$ cat src/rtl/osdv_pkg.sv
package osdv_pkg;

    typedef enum logic [2:0] {
        ST_IDLE,
        ST_LEAD,
        ST_GLYPH,
        ST_GAP,
        ST_DONE
    } vseq_state_e;

endpackage

$ cat src/rtl/osdv_sync_edge.sv
module osdv_sync_edge (
    input  logic clk,
    input  logic rst_n,
    input  logic sync_in,
    input  logic act_high,
    output logic edge_o
);

    logic lvl;
    logic prev_q;

    assign lvl = act_high ? sync_in : ~sync_in;

    always_ff @(posedge clk or negedge rst_n) begin
        if (!rst_n) begin
            prev_q <= 1'b0;
        end else begin
            prev_q <= lvl;
        end
    end

    assign edge_o = lvl & ~prev_q;

endmodule

$ cat src/rtl/osdv_line_fsm.sv
module osdv_line_fsm
    import osdv_pkg::*;
#(
    parameter int ROWS       = 18,
    parameter int MAX_LINES  = 16,
    parameter int START_W    = 6,
    parameter int START_UNIT = 4,
    parameter int GAP_W      = 2,
    parameter int GAP_UNIT   = 4,
    parameter int SIZE_W     = 2,
    parameter int ROW_W      = $clog2(ROWS + 1),
    parameter int LINE_W     = $clog2(MAX_LINES)
) (
    input  logic              clk,
    input  logic              rst_n,
    input  logic              hs_edge,
    input  logic              vs_edge,
    input  logic [START_W-1:0] v_start,
    input  logic [GAP_W-1:0]  gap_sel,
    input  logic [SIZE_W-1:0] size_code,
    output logic              row_active,
    output logic [ROW_W-1:0]  font_row,
    output logic [LINE_W-1:0] text_line,
    output logic              size_req
);

    localparam int CNT_W_LEAD = START_W + $clog2(START_UNIT) + 1;
    localparam int CNT_W_GAP  = GAP_W + $clog2(GAP_UNIT) + 1;
    localparam int CNT_W      = (CNT_W_LEAD > CNT_W_GAP) ? CNT_W_LEAD : CNT_W_GAP;
    localparam logic [ROW_W-1:0]  LAST_ROW  = ROW_W'(ROWS);
    localparam logic [LINE_W-1:0] LAST_LINE = LINE_W'(MAX_LINES - 1);

    vseq_state_e       st_q, st_d;
    logic [CNT_W-1:0]  cnt_q, cnt_d;
    logic [ROW_W-1:0]  row_q, row_d;
    logic [SIZE_W-1:0] rep_q, rep_d;
    logic [SIZE_W-1:0] size_q, size_d;
    logic [LINE_W-1:0] line_q, line_d;
    logic              req_q, req_d;

    logic [CNT_W-1:0]  lead_lines;
    logic [CNT_W-1:0]  gap_lines;
    logic              advance;

    assign lead_lines = CNT_W'(v_start * START_UNIT);
    assign gap_lines  = CNT_W'(gap_sel * GAP_UNIT);

    // next-state logic
    always_comb begin
        st_d    = st_q;
        cnt_d   = cnt_q;
        row_d   = row_q;
        rep_d   = rep_q;
        size_d  = size_q;
        line_d  = line_q;
        req_d   = 1'b0;
        advance = 1'b0;
        if (vs_edge) begin
            st_d   = ST_LEAD;
            cnt_d  = '0;
            row_d  = '0;
            rep_d  = '0;
            line_d = '0;
            req_d  = 1'b1;
        end else if (hs_edge) begin
            unique case (st_q)
                ST_IDLE: begin
                end
                ST_LEAD: begin
                    if (cnt_q == lead_lines) begin
                        st_d   = ST_GLYPH;
                        row_d  = ROW_W'(1);
                        rep_d  = '0;
                        size_d = size_code;
                    end else begin
                        cnt_d = cnt_q + 1'b1;
                    end
                end
                ST_GLYPH: begin
                    if (rep_q != size_q) begin
                        rep_d = rep_q + 1'b1;
                    end else if (row_q != LAST_ROW) begin
                        row_d = row_q + 1'b1;
                        rep_d = '0;
                    end else if (gap_lines != '0) begin
                        st_d  = ST_GAP;
                        cnt_d = '0;
                    end else begin
                        advance = 1'b1;
                    end
                end
                ST_GAP: begin
                    if (CNT_W'(cnt_q + 1'b1) != gap_lines) begin
                        cnt_d = cnt_q + 1'b1;
                    end else begin
                        advance = 1'b1;
                    end
                end
                ST_DONE: begin
                end
            endcase
            if (advance) begin
                if (line_q == LAST_LINE) begin
                    st_d = ST_DONE;
                end else begin
                    st_d   = ST_GLYPH;
                    line_d = line_q + 1'b1;
                    row_d  = ROW_W'(1);
                    rep_d  = '0;
                    size_d = size_code;
                end
            end
            // look ahead: does the scan line just started close the block?
            if (line_d != LAST_LINE) begin
                if (st_d == ST_GLYPH && row_d == LAST_ROW && rep_d == size_d && gap_lines == '0) begin
                    req_d = 1'b1;
                end
                if (st_d == ST_GAP && CNT_W'(cnt_d + 1'b1) == gap_lines) begin
                    req_d = 1'b1;
                end
            end
        end
    end

    // state register
    always_ff @(posedge clk or negedge rst_n) begin
        if (!rst_n) begin
            st_q   <= ST_IDLE;
            cnt_q  <= '0;
            row_q  <= '0;
            rep_q  <= '0;
            size_q <= '0;
            line_q <= '0;
            req_q  <= 1'b0;
        end else begin
            st_q   <= st_d;
            cnt_q  <= cnt_d;
            row_q  <= row_d;
            rep_q  <= rep_d;
            size_q <= size_d;
            line_q <= line_d;
            req_q  <= req_d;
        end
    end

    // outputs
    always_comb begin
        row_active = 1'b0;
        font_row   = '0;
        unique case (st_q)
            ST_GLYPH: begin
                row_active = 1'b1;
                font_row   = row_q;
            end
            ST_IDLE, ST_LEAD, ST_GAP, ST_DONE: begin
            end
        endcase
        text_line = line_q;
        size_req  = req_q;
    end

endmodule

$ cat src/rtl/osd_vline_seq.sv
module osd_vline_seq #(
    parameter int ROWS       = 18,
    parameter int MAX_LINES  = 16,
    parameter int START_W    = 6,
    parameter int START_UNIT = 4,
    parameter int GAP_W      = 2,
    parameter int GAP_UNIT   = 4,
    parameter int SIZE_W     = 2,
    parameter int ROW_W      = $clog2(ROWS + 1),
    parameter int LINE_W     = $clog2(MAX_LINES)
) (
    input  logic              clk,
    input  logic              rst_n,
    input  logic              hsync_in,
    input  logic              vsync_in,
    input  logic              hs_act_high,
    input  logic              vs_act_high,
    input  logic [START_W-1:0] v_start,
    input  logic [GAP_W-1:0]  gap_sel,
    input  logic [SIZE_W-1:0] size_code,
    output logic              row_active,
    output logic [ROW_W-1:0]  font_row,
    output logic [LINE_W-1:0] text_line,
    output logic              size_req
);

    localparam int N_SYNC = 2;

    logic [N_SYNC-1:0] sync_raw;
    logic [N_SYNC-1:0] sync_pol;
    logic [N_SYNC-1:0] sync_edge;

    assign sync_raw = {vsync_in, hsync_in};
    assign sync_pol = {vs_act_high, hs_act_high};

    for (genvar g = 0; g < N_SYNC; g++) begin : g_sync
        osdv_sync_edge u_edge (
            .clk      (clk),
            .rst_n    (rst_n),
            .sync_in  (sync_raw[g]),
            .act_high (sync_pol[g]),
            .edge_o   (sync_edge[g])
        );
    end

    osdv_line_fsm #(
        .ROWS       (ROWS),
        .MAX_LINES  (MAX_LINES),
        .START_W    (START_W),
        .START_UNIT (START_UNIT),
        .GAP_W      (GAP_W),
        .GAP_UNIT   (GAP_UNIT),
        .SIZE_W     (SIZE_W),
        .ROW_W      (ROW_W),
        .LINE_W     (LINE_W)
    ) u_fsm (
        .clk        (clk),
        .rst_n      (rst_n),
        .hs_edge    (sync_edge[0]),
        .vs_edge    (sync_edge[1]),
        .v_start    (v_start),
        .gap_sel    (gap_sel),
        .size_code  (size_code),
        .row_active (row_active),
        .font_row   (font_row),
        .text_line  (text_line),
        .size_req   (size_req)
    );

endmodule

$ cat config.mk
export PLATFORM = sky130hd
export DESIGN_NAME = osd_vline_seq
export DESIGN_NICKNAME = d
export VERILOG_FILES = /design/src/rtl/osdv_pkg.sv /design/src/rtl/osdv_sync_edge.sv /design/src/rtl/osdv_line_fsm.sv /design/src/rtl/osd_vline_seq.sv
export SDC_FILE = /design/constraint.sdc
export NUM_CORES = 1
export LEC_CHECK = 0
export ABC_CLOCK_PERIOD_IN_PS = 4600
export BUFFER_PORTS_ARGS = -buffer_cell sky130_fd_sc_hd__buf_2
export CAP_MARGIN = 20
export CORE_ASPECT_RATIO = 2
export CORE_MARGIN = 3
export CORE_UTILIZATION = 35
export DETAILED_ROUTE_END_ITERATION = 10
export GPL_ROUTABILITY_DRIVEN = 0
export GPL_TIMING_DRIVEN = 0
export PLACE_DENSITY = 0.6
export SETUP_SLACK_MARGIN = 0.3
export SLEW_MARGIN = 10
export SYNTH_ARGS = -nofsm -noshare
export SYNTH_HDL_FRONTEND = slang
export SYNTH_HIERARCHICAL = 1
export SYNTH_SLANG_ARGS = --single-unit
$ cat constraint.sdc
create_clock -name clk -period 4.6 [get_ports clk]
set_input_delay 1.38 -clock clk [delete_from_list [all_inputs] [get_ports clk]]
set_output_delay 1.38 -clock clk [all_outputs]
set_load 0.05 [all_outputs]
* Word-level counts from Yosys, hierarchy flattened
Index checks and enable logic that the tools add are counted.
** Word-level totals
- Flip-flop bits (word level) :: 28
- Bits in latches :: 0
- RAM bits :: 0
- Memory bits (read-only) :: 0
- Output and inout port bits :: 11
- Memories kept :: 0
** Cells by class
- Add/subtract/negate cells :: 5
- $mul :: 0
- Divide/modulo/power cells :: 0
- Magnitude comparators :: 0
- Eq/ne operators :: 14
- Shifts and indexed selects :: 0
- Mux-type cells :: 69
- Bitwise logic cells :: 7
- Reduce and logical (&&, ||, !) cells :: 8
** Operators with widths (count)
- 9-bit two-way mux :: 9
- 5-bit two-way mux :: 10
- 2-bit two-way mux :: 15
- 3-bit two-way mux :: 10
- 9-bit one-hot mux with 3 select lines :: 1
- 4-bit two-way mux :: 6
- 9-bit by 1-bit adder with 9-bit output (second input constant) :: 2
- 1-bit two-way mux :: 14
- 3-bit by 2-bit equality test with 1-bit output (second input constant) :: 4
- 5-bit one-hot mux with 2 select lines :: 1
- 9-bit by 4-bit equality test with 1-bit output :: 1
- 9-bit by 8-bit equality test with 1-bit output :: 1
- 9-bit logical NOT :: 1
- 9-bit by 4-bit != test with 1-bit output :: 1
- 9-bit nonzero test :: 1
- 3-bit one-hot mux with 2 select lines :: 1
- 5-bit by 1-bit adder with 5-bit output (second input constant) :: 1
- 5-bit equality test (second input constant) :: 1
- 5-bit != test (second input constant) :: 1
- 1-bit inverter :: 5
- 4-bit by 1-bit adder with 4-bit output (second input constant) :: 1
- 4-bit equality test (second input constant) :: 1
- 1-bit logical AND :: 4
- 4-bit != test (second input constant) :: 1
- other kinds (9) :: 10

* Longest topological paths before layout
- Word-level depth :: 19
- Depth in mapped cells :: 13
- Mapped depth without buffers :: 11

* Modules after synthesis
The synthesis kept the hierarchy.
** Modules (own cells, without submodules)
- osdv_line_fsm :: instances 1, cells an instance 326, area each 2580.0 um^2, seq. area each 650.6 um^2
- osdv_sync_edge :: instances 2, cells an instance 3, area each 42.5 um^2, seq. area each 25.0 um^2

* Least setup slack after synthesis
No wires, ideal clock.
- Path type :: input-to-reg
- Start :: input v_start[4]
- End :: register u_fsm.req_q, in the netlist u_fsm/size_req
- Library setup time :: 86 ps
- Data arrival time :: 3581 ps
- Required time :: 4514 ps
- Slack :: 933 ps
- Stages :: 9
- Path buffers :: 0
- Cells stage by stage :: xnor2_1 and4_2 a21oi_4 a221o_1 or4b_1 or4b_1 o21ba_1 a21oi_1 o221ai_2
** On the way
- Word-level cells in the longest chain between the ends :: 16
** RTL lines
- start: declaration :: RTL line osd_vline_seq.sv:18 : input logic [START_W-1:0] v_start,
- 9-bit by 8-bit equality test with 1-bit output * :: RTL line osdv_line_fsm.sv:70 : if (cnt_q == lead_lines) begin
- branches (longest 11 deep; another with 9-bit by 1-bit adder with 9-bit output)
- 1-bit two-way mux * :: RTL line osdv_line_fsm.sv:118 : if (st_d == ST_GAP && CNT_W'(cnt_d + 1'b1) == gap_lines) begin
- 1-bit two-way mux * :: RTL line osdv_line_fsm.sv:114 : if (line_d != LAST_LINE) begin
- 1-bit two-way mux * :: RTL line osdv_line_fsm.sv:65 : end else if (hs_edge) begin
- 1-bit two-way mux * :: RTL line osdv_line_fsm.sv:58 : if (vs_edge) begin
- named net u_fsm.req_d :: RTL line osdv_line_fsm.sv:39 : logic req_q, req_d;
- end signal: assignment :: RTL line osdv_line_fsm.sv:142 : req_q <= req_d;
- end: declaration :: RTL line osdv_line_fsm.sv:39
Mark *: on every way through the listed nets, which the timed path passes. The select of a mux whose other input is x is not followed.
A chain may end at the register's enable or synchronous reset.

* Worst setup path after layout
- Start :: input v_start[1]
- End :: register u_fsm.req_q, in the netlist u_fsm/size_req
The elaborated chain is that of the path after synthesis.

==> impl_summary.txt <==
----------------------------------------------------
[Logic synthesis]
  Post-synthesis async set-or-reset flop share ... 1.00
  Area of the mapped netlist ... 2670 µm²
  Syn nets ... 353
  Warnings, synthesis ... 6
  Cell types with the largest area share after synthesis ... sky130_fd_sc_hd__dfrtp_1 (26%), sky130_fd_sc_hd__nor2_1 (5.8%), sky130_fd_sc_hd__a21oi_1 (4.7%)
  Area share of the leading cell type in the synthesized netlist ... 0.263
  Number of storage elements in the synthesis netlist ... 28
  Dominant register cell in the synthesized netlist ... sky130_fd_sc_hd__dfrtp_1
  Number of cells produced by synthesis ... 332
  Count of cell types in the netlist ... 72
  EDFF count, synth ... 0
  Most area-hungry cell type in the Yosys netlist ... sky130_fd_sc_hd__dfrtp_1
  Synthesized area per cell ... 8.03 µm²
  Sequential cell area fraction in the yosys report ... 0.263

[Layout]
  Total number of nets in the final design ... 385
  Commonest non-fill, non-tap cells in the layout ... sky130_fd_sc_hd__nor2_1 (41), sky130_fd_sc_hd__buf_2 (36), sky130_fd_sc_hd__dfrtp_1 (28), sky130_fd_sc_hd__a21oi_1 (25), sky130_fd_sc_hd__nand2_1 (20)
  Share of cells above drive strength 1 ... 0.160
  Most frequent standard cell in the layout excluding fill and tap cells ... sky130_fd_sc_hd__nor2_1
  Layout Area Growth over Synthesis ... 13.3%
  # diodes ... 0

[Timing]
  Post-route minimum period ... 3820 ps
  Final critical-path setup slack ... 775 ps
  Worst relative slew slack ... 0.522
  Endpoints failing hold ... 0
  Setup Skew ... 4.98 ps
  Setup Total Neg Slack ... 0 ps
  Final count of pins violating max slew ... 0
  Setup Viol. Count Final ... 0
  Fin crit share ... 0.831
  Maximum clock frequency ... 261 MHz
  Worst slew pin tran ... 717 ps
  Unrepaired setup endpoints after global routing ... no

[Detailed routing]
  Post-route DRC violation count ... 0
  Number of vias per cell ... 6.17
  Total number of vias ... 2808
  Total Routed Length ... 8720 µm
  Number of DRC markers in iteration 0 ... 188
  Detail Route Antenna Nets ... 0
  Number of detailed-route iterations in the first pass ... 8
  Average wire per cell in the routed design ... 19.2 µm

[Global routing]
  Overall overflow remaining after global route ... 0
  Global-route wire length before repair ... 13500 µm
  Number of antenna violations at the first check in global routing ... 0
  Vias in the first global route ... 2677
  Pin count of the biggest net entering global routing ... 29
  Global-route usage over all layers ... 0.208

[CTS]
  Post-cts sizing count ... 0
  Clock slew at the register clock pins of the worst setup and hold paths ... 70 ps
  Number of sinks driven by the clock tree ... 28
  CTS tree ... done
  H-tree lvl count ... 1
  Worst skew pair latency ... 270 ps
  Number of CTS-inserted buffers ... 3
  Buffer levels on the longest clock path ... 2
  Clock root buffer master ... sky130_fd_sc_hd__clkbuf_16
  Post-CTS Repair Setup Buffers ... 0
  Cts-stage hold buffer count ... 0

[Power and ir drop]
  Maximum ir drop on the vdd rail ... 0.241 mV
  Areal power density over the cells ... 338 nW/µm²
  Total chip power ... 1020 µW
  LEAKAGE ... 0.00129 µW

[Min path]
  Classification of the worst-slack hold path ... flip-flop to flip-flop
  WHS Path Cells ... 2

[Floorplan]
  Site row count ... 44
  Die boundary height ... 129 µm
  Starting density of the core ... 0.364
  Total die area ... 8760 µm²
  X dimension of the die ... 67.7 µm
  Number of placed I/O pins ... 27
  Core ar. ... 7320 µm²

[Place]
  Pre-CTS WS ... 204 ps
  Post-detail-place hpwl ... 6860 µm
  Number of buffer cells added on primary ports ... 26

[Critical path]
  Number of cells on the critical path ... 10
  Worst-path fanout max ... 5
  Highest-delay cell along the critical path ... sky130_fd_sc_hd__or4b_1
  Crit path required time ... 4790 ps
  Buf/Inv on CP ... 1
  Crit-path leading delay family ... simple AND/OR/NAND/NOR gates
  Library cell appearing most often on the critical path ... sky130_fd_sc_hd__or4b_1
  Worst stage delay on the critical path ... 530 ps
  Type of destination of the critical path ... flip-flop
  Nature of the critical path startpoint ... input port
  Start-to-end type of the worst setup path ... input port to flip-flop
  Sequence of cells on the critical path ... buf_2 > xnor2_1 > and4_2 > a21oi_4 > a221o_1 > or4b_1 > or4b_1 > o21ba_1 > a21oi_1 > o221ai_2
  Worst Reg2Reg Path Length in Cells ... 12
  Arrival @ worst endpoint ... 4010 ps

[Job]
  Max capacitance violation total ... 0

[Outcome]
  Status ... completed

----------------------------------------------------
-- power by group --
| part | switching (µW) | total (µW) | internal, µW |
|---|---|---|---|
| registers | 37.4 | 318 | 281 |
| clock network | 93.3 | 267 | 174 |
| logic | 280 | 434 | 154 |
-- final cells by class --
class,count,area [µm²]
multi-input combinational,276,1820
sequential,28,701
clock buffer,3,75.1
clock inverter,1,30.0
tap,92,115
buffer,21,105
timing repair buffer,27,135
fill,754,4300
inverter,7,38.8
-- per-stage QoR --
stage               hold slack (ps)  area (µm²)   util  std cells
finish                          586        3020  0.413        455
global route                    643        3020  0.413        455
CTS                             599        3020  0.412        454
detailed placement              582        2910  0.397        450
global placement                571        2910  0.397        450
floorplan                       537        2670      -        332
-- registers in the layout, summed over array words and instances (netlist names) --
register              cells
u_fsm/cnt_q               9
u_fsm/text_line           4
u_fsm/rep_q               2
u_fsm/row_q               5
u_fsm/size_req            1
g_sync.u_edge/prev_q      2
u_fsm/size_q              2
u_fsm/st_q                3
-- synth_stat cells (2+ instances only) --
master / number
sky130_fd_sc_hd__a311oi_1: 2
sky130_fd_sc_hd__and2_1: 6
sky130_fd_sc_hd__xnor2_1: 14
sky130_fd_sc_hd__nor4b_1: 3
sky130_fd_sc_hd__and4_1: 3
sky130_fd_sc_hd__nand3_1: 16
sky130_fd_sc_hd__ha_1: 5
sky130_fd_sc_hd__o21ai_0: 9
sky130_fd_sc_hd__o31a_1: 2
sky130_fd_sc_hd__a41o_1: 2
sky130_fd_sc_hd__clkbuf_1: 10
sky130_fd_sc_hd__mux2_2: 3
sky130_fd_sc_hd__a31oi_1: 7
sky130_fd_sc_hd__and3_1: 8
sky130_fd_sc_hd__or2_2: 2
sky130_fd_sc_hd__and2b_2: 2
sky130_fd_sc_hd__a221oi_1: 2
sky130_fd_sc_hd__nor2_1: 41
sky130_fd_sc_hd__o211ai_1: 3
sky130_fd_sc_hd__nand2_1: 20
sky130_fd_sc_hd__nor3b_1: 2
sky130_fd_sc_hd__inv_1: 6
sky130_fd_sc_hd__o221ai_1: 2
sky130_fd_sc_hd__a21oi_1: 25
sky130_fd_sc_hd__buf_2: 9
sky130_fd_sc_hd__nor3_1: 10
sky130_fd_sc_hd__nor4_1: 5
sky130_fd_sc_hd__xor2_1: 4
sky130_fd_sc_hd__or4b_1: 2
sky130_fd_sc_hd__buf_6: 2
sky130_fd_sc_hd__nand4_1: 7
sky130_fd_sc_hd__o31ai_1: 4
sky130_fd_sc_hd__nand2b_1: 5
sky130_fd_sc_hd__nand3b_1: 2
sky130_fd_sc_hd__a211oi_1: 7
sky130_fd_sc_hd__a21o_1: 3
sky130_fd_sc_hd__mux2i_1: 9
sky130_fd_sc_hd__a221o_1: 2
sky130_fd_sc_hd__dfrtp_1: 28
sky130_fd_sc_hd__o41ai_1: 2
sky130_fd_sc_hd__o21a_1: 2
sky130_fd_sc_hd__nor2b_1: 4
-- worst min-delay path: cells and delay by family (launching register included) --
kind | cells | cell delay [ps]
DFF | 1 | 390
muxes | 1 | 80
and+or+nand+nor | 1 | 80
-- per-layer routing --
layer  part of all wire  vias to the layer above  track usage
met3              0.031                       44       0.0208
met5                  0                        -            0
met2               0.54                      101        0.372
met1               0.35                     1350        0.206
met4              0.083                        0        0.171
li1                   -                     1313            -
-- kinds of logic after synthesis --
group | count (synthesis) | synth area share
AND/OR/NAND/NOR | 150 | 0.311
AO/OA/AOI/OAI | 91 | 0.243
buffers and inverters | 28 | 0.0540
flip-flops | 28 | 0.263
XOR/XNOR | 18 | 0.0592
multiplexers | 12 | 0.0465
adder cells (fa/ha/maj) | 5 | 0.0235
-- final timing paths --
kind	from	endpoint	slack, ps
worst min-delay path	u_fsm/text_line[1]$_DFFE_PN0P_	u_fsm/text_line[1]$_DFFE_PN0P_	590
min in group asynchronous	rst_n	u_fsm/cnt_q[8]$_DFFE_PN0P_	1140
worst max register to register	u_fsm/cnt_q[0]$_DFFE_PN0P_	u_fsm/size_req$_DFF_PN0_	1070
worst min register to register	u_fsm/text_line[1]$_DFFE_PN0P_	u_fsm/text_line[1]$_DFFE_PN0P_	590
worst max-delay path	v_start[1]	u_fsm/size_req$_DFF_PN0_	780
max in group asynchronous	rst_n	u_fsm/row_q[2]$_DFFE_PN0P_	3010
Note: power is estimated with default switching activity, not from simulation.
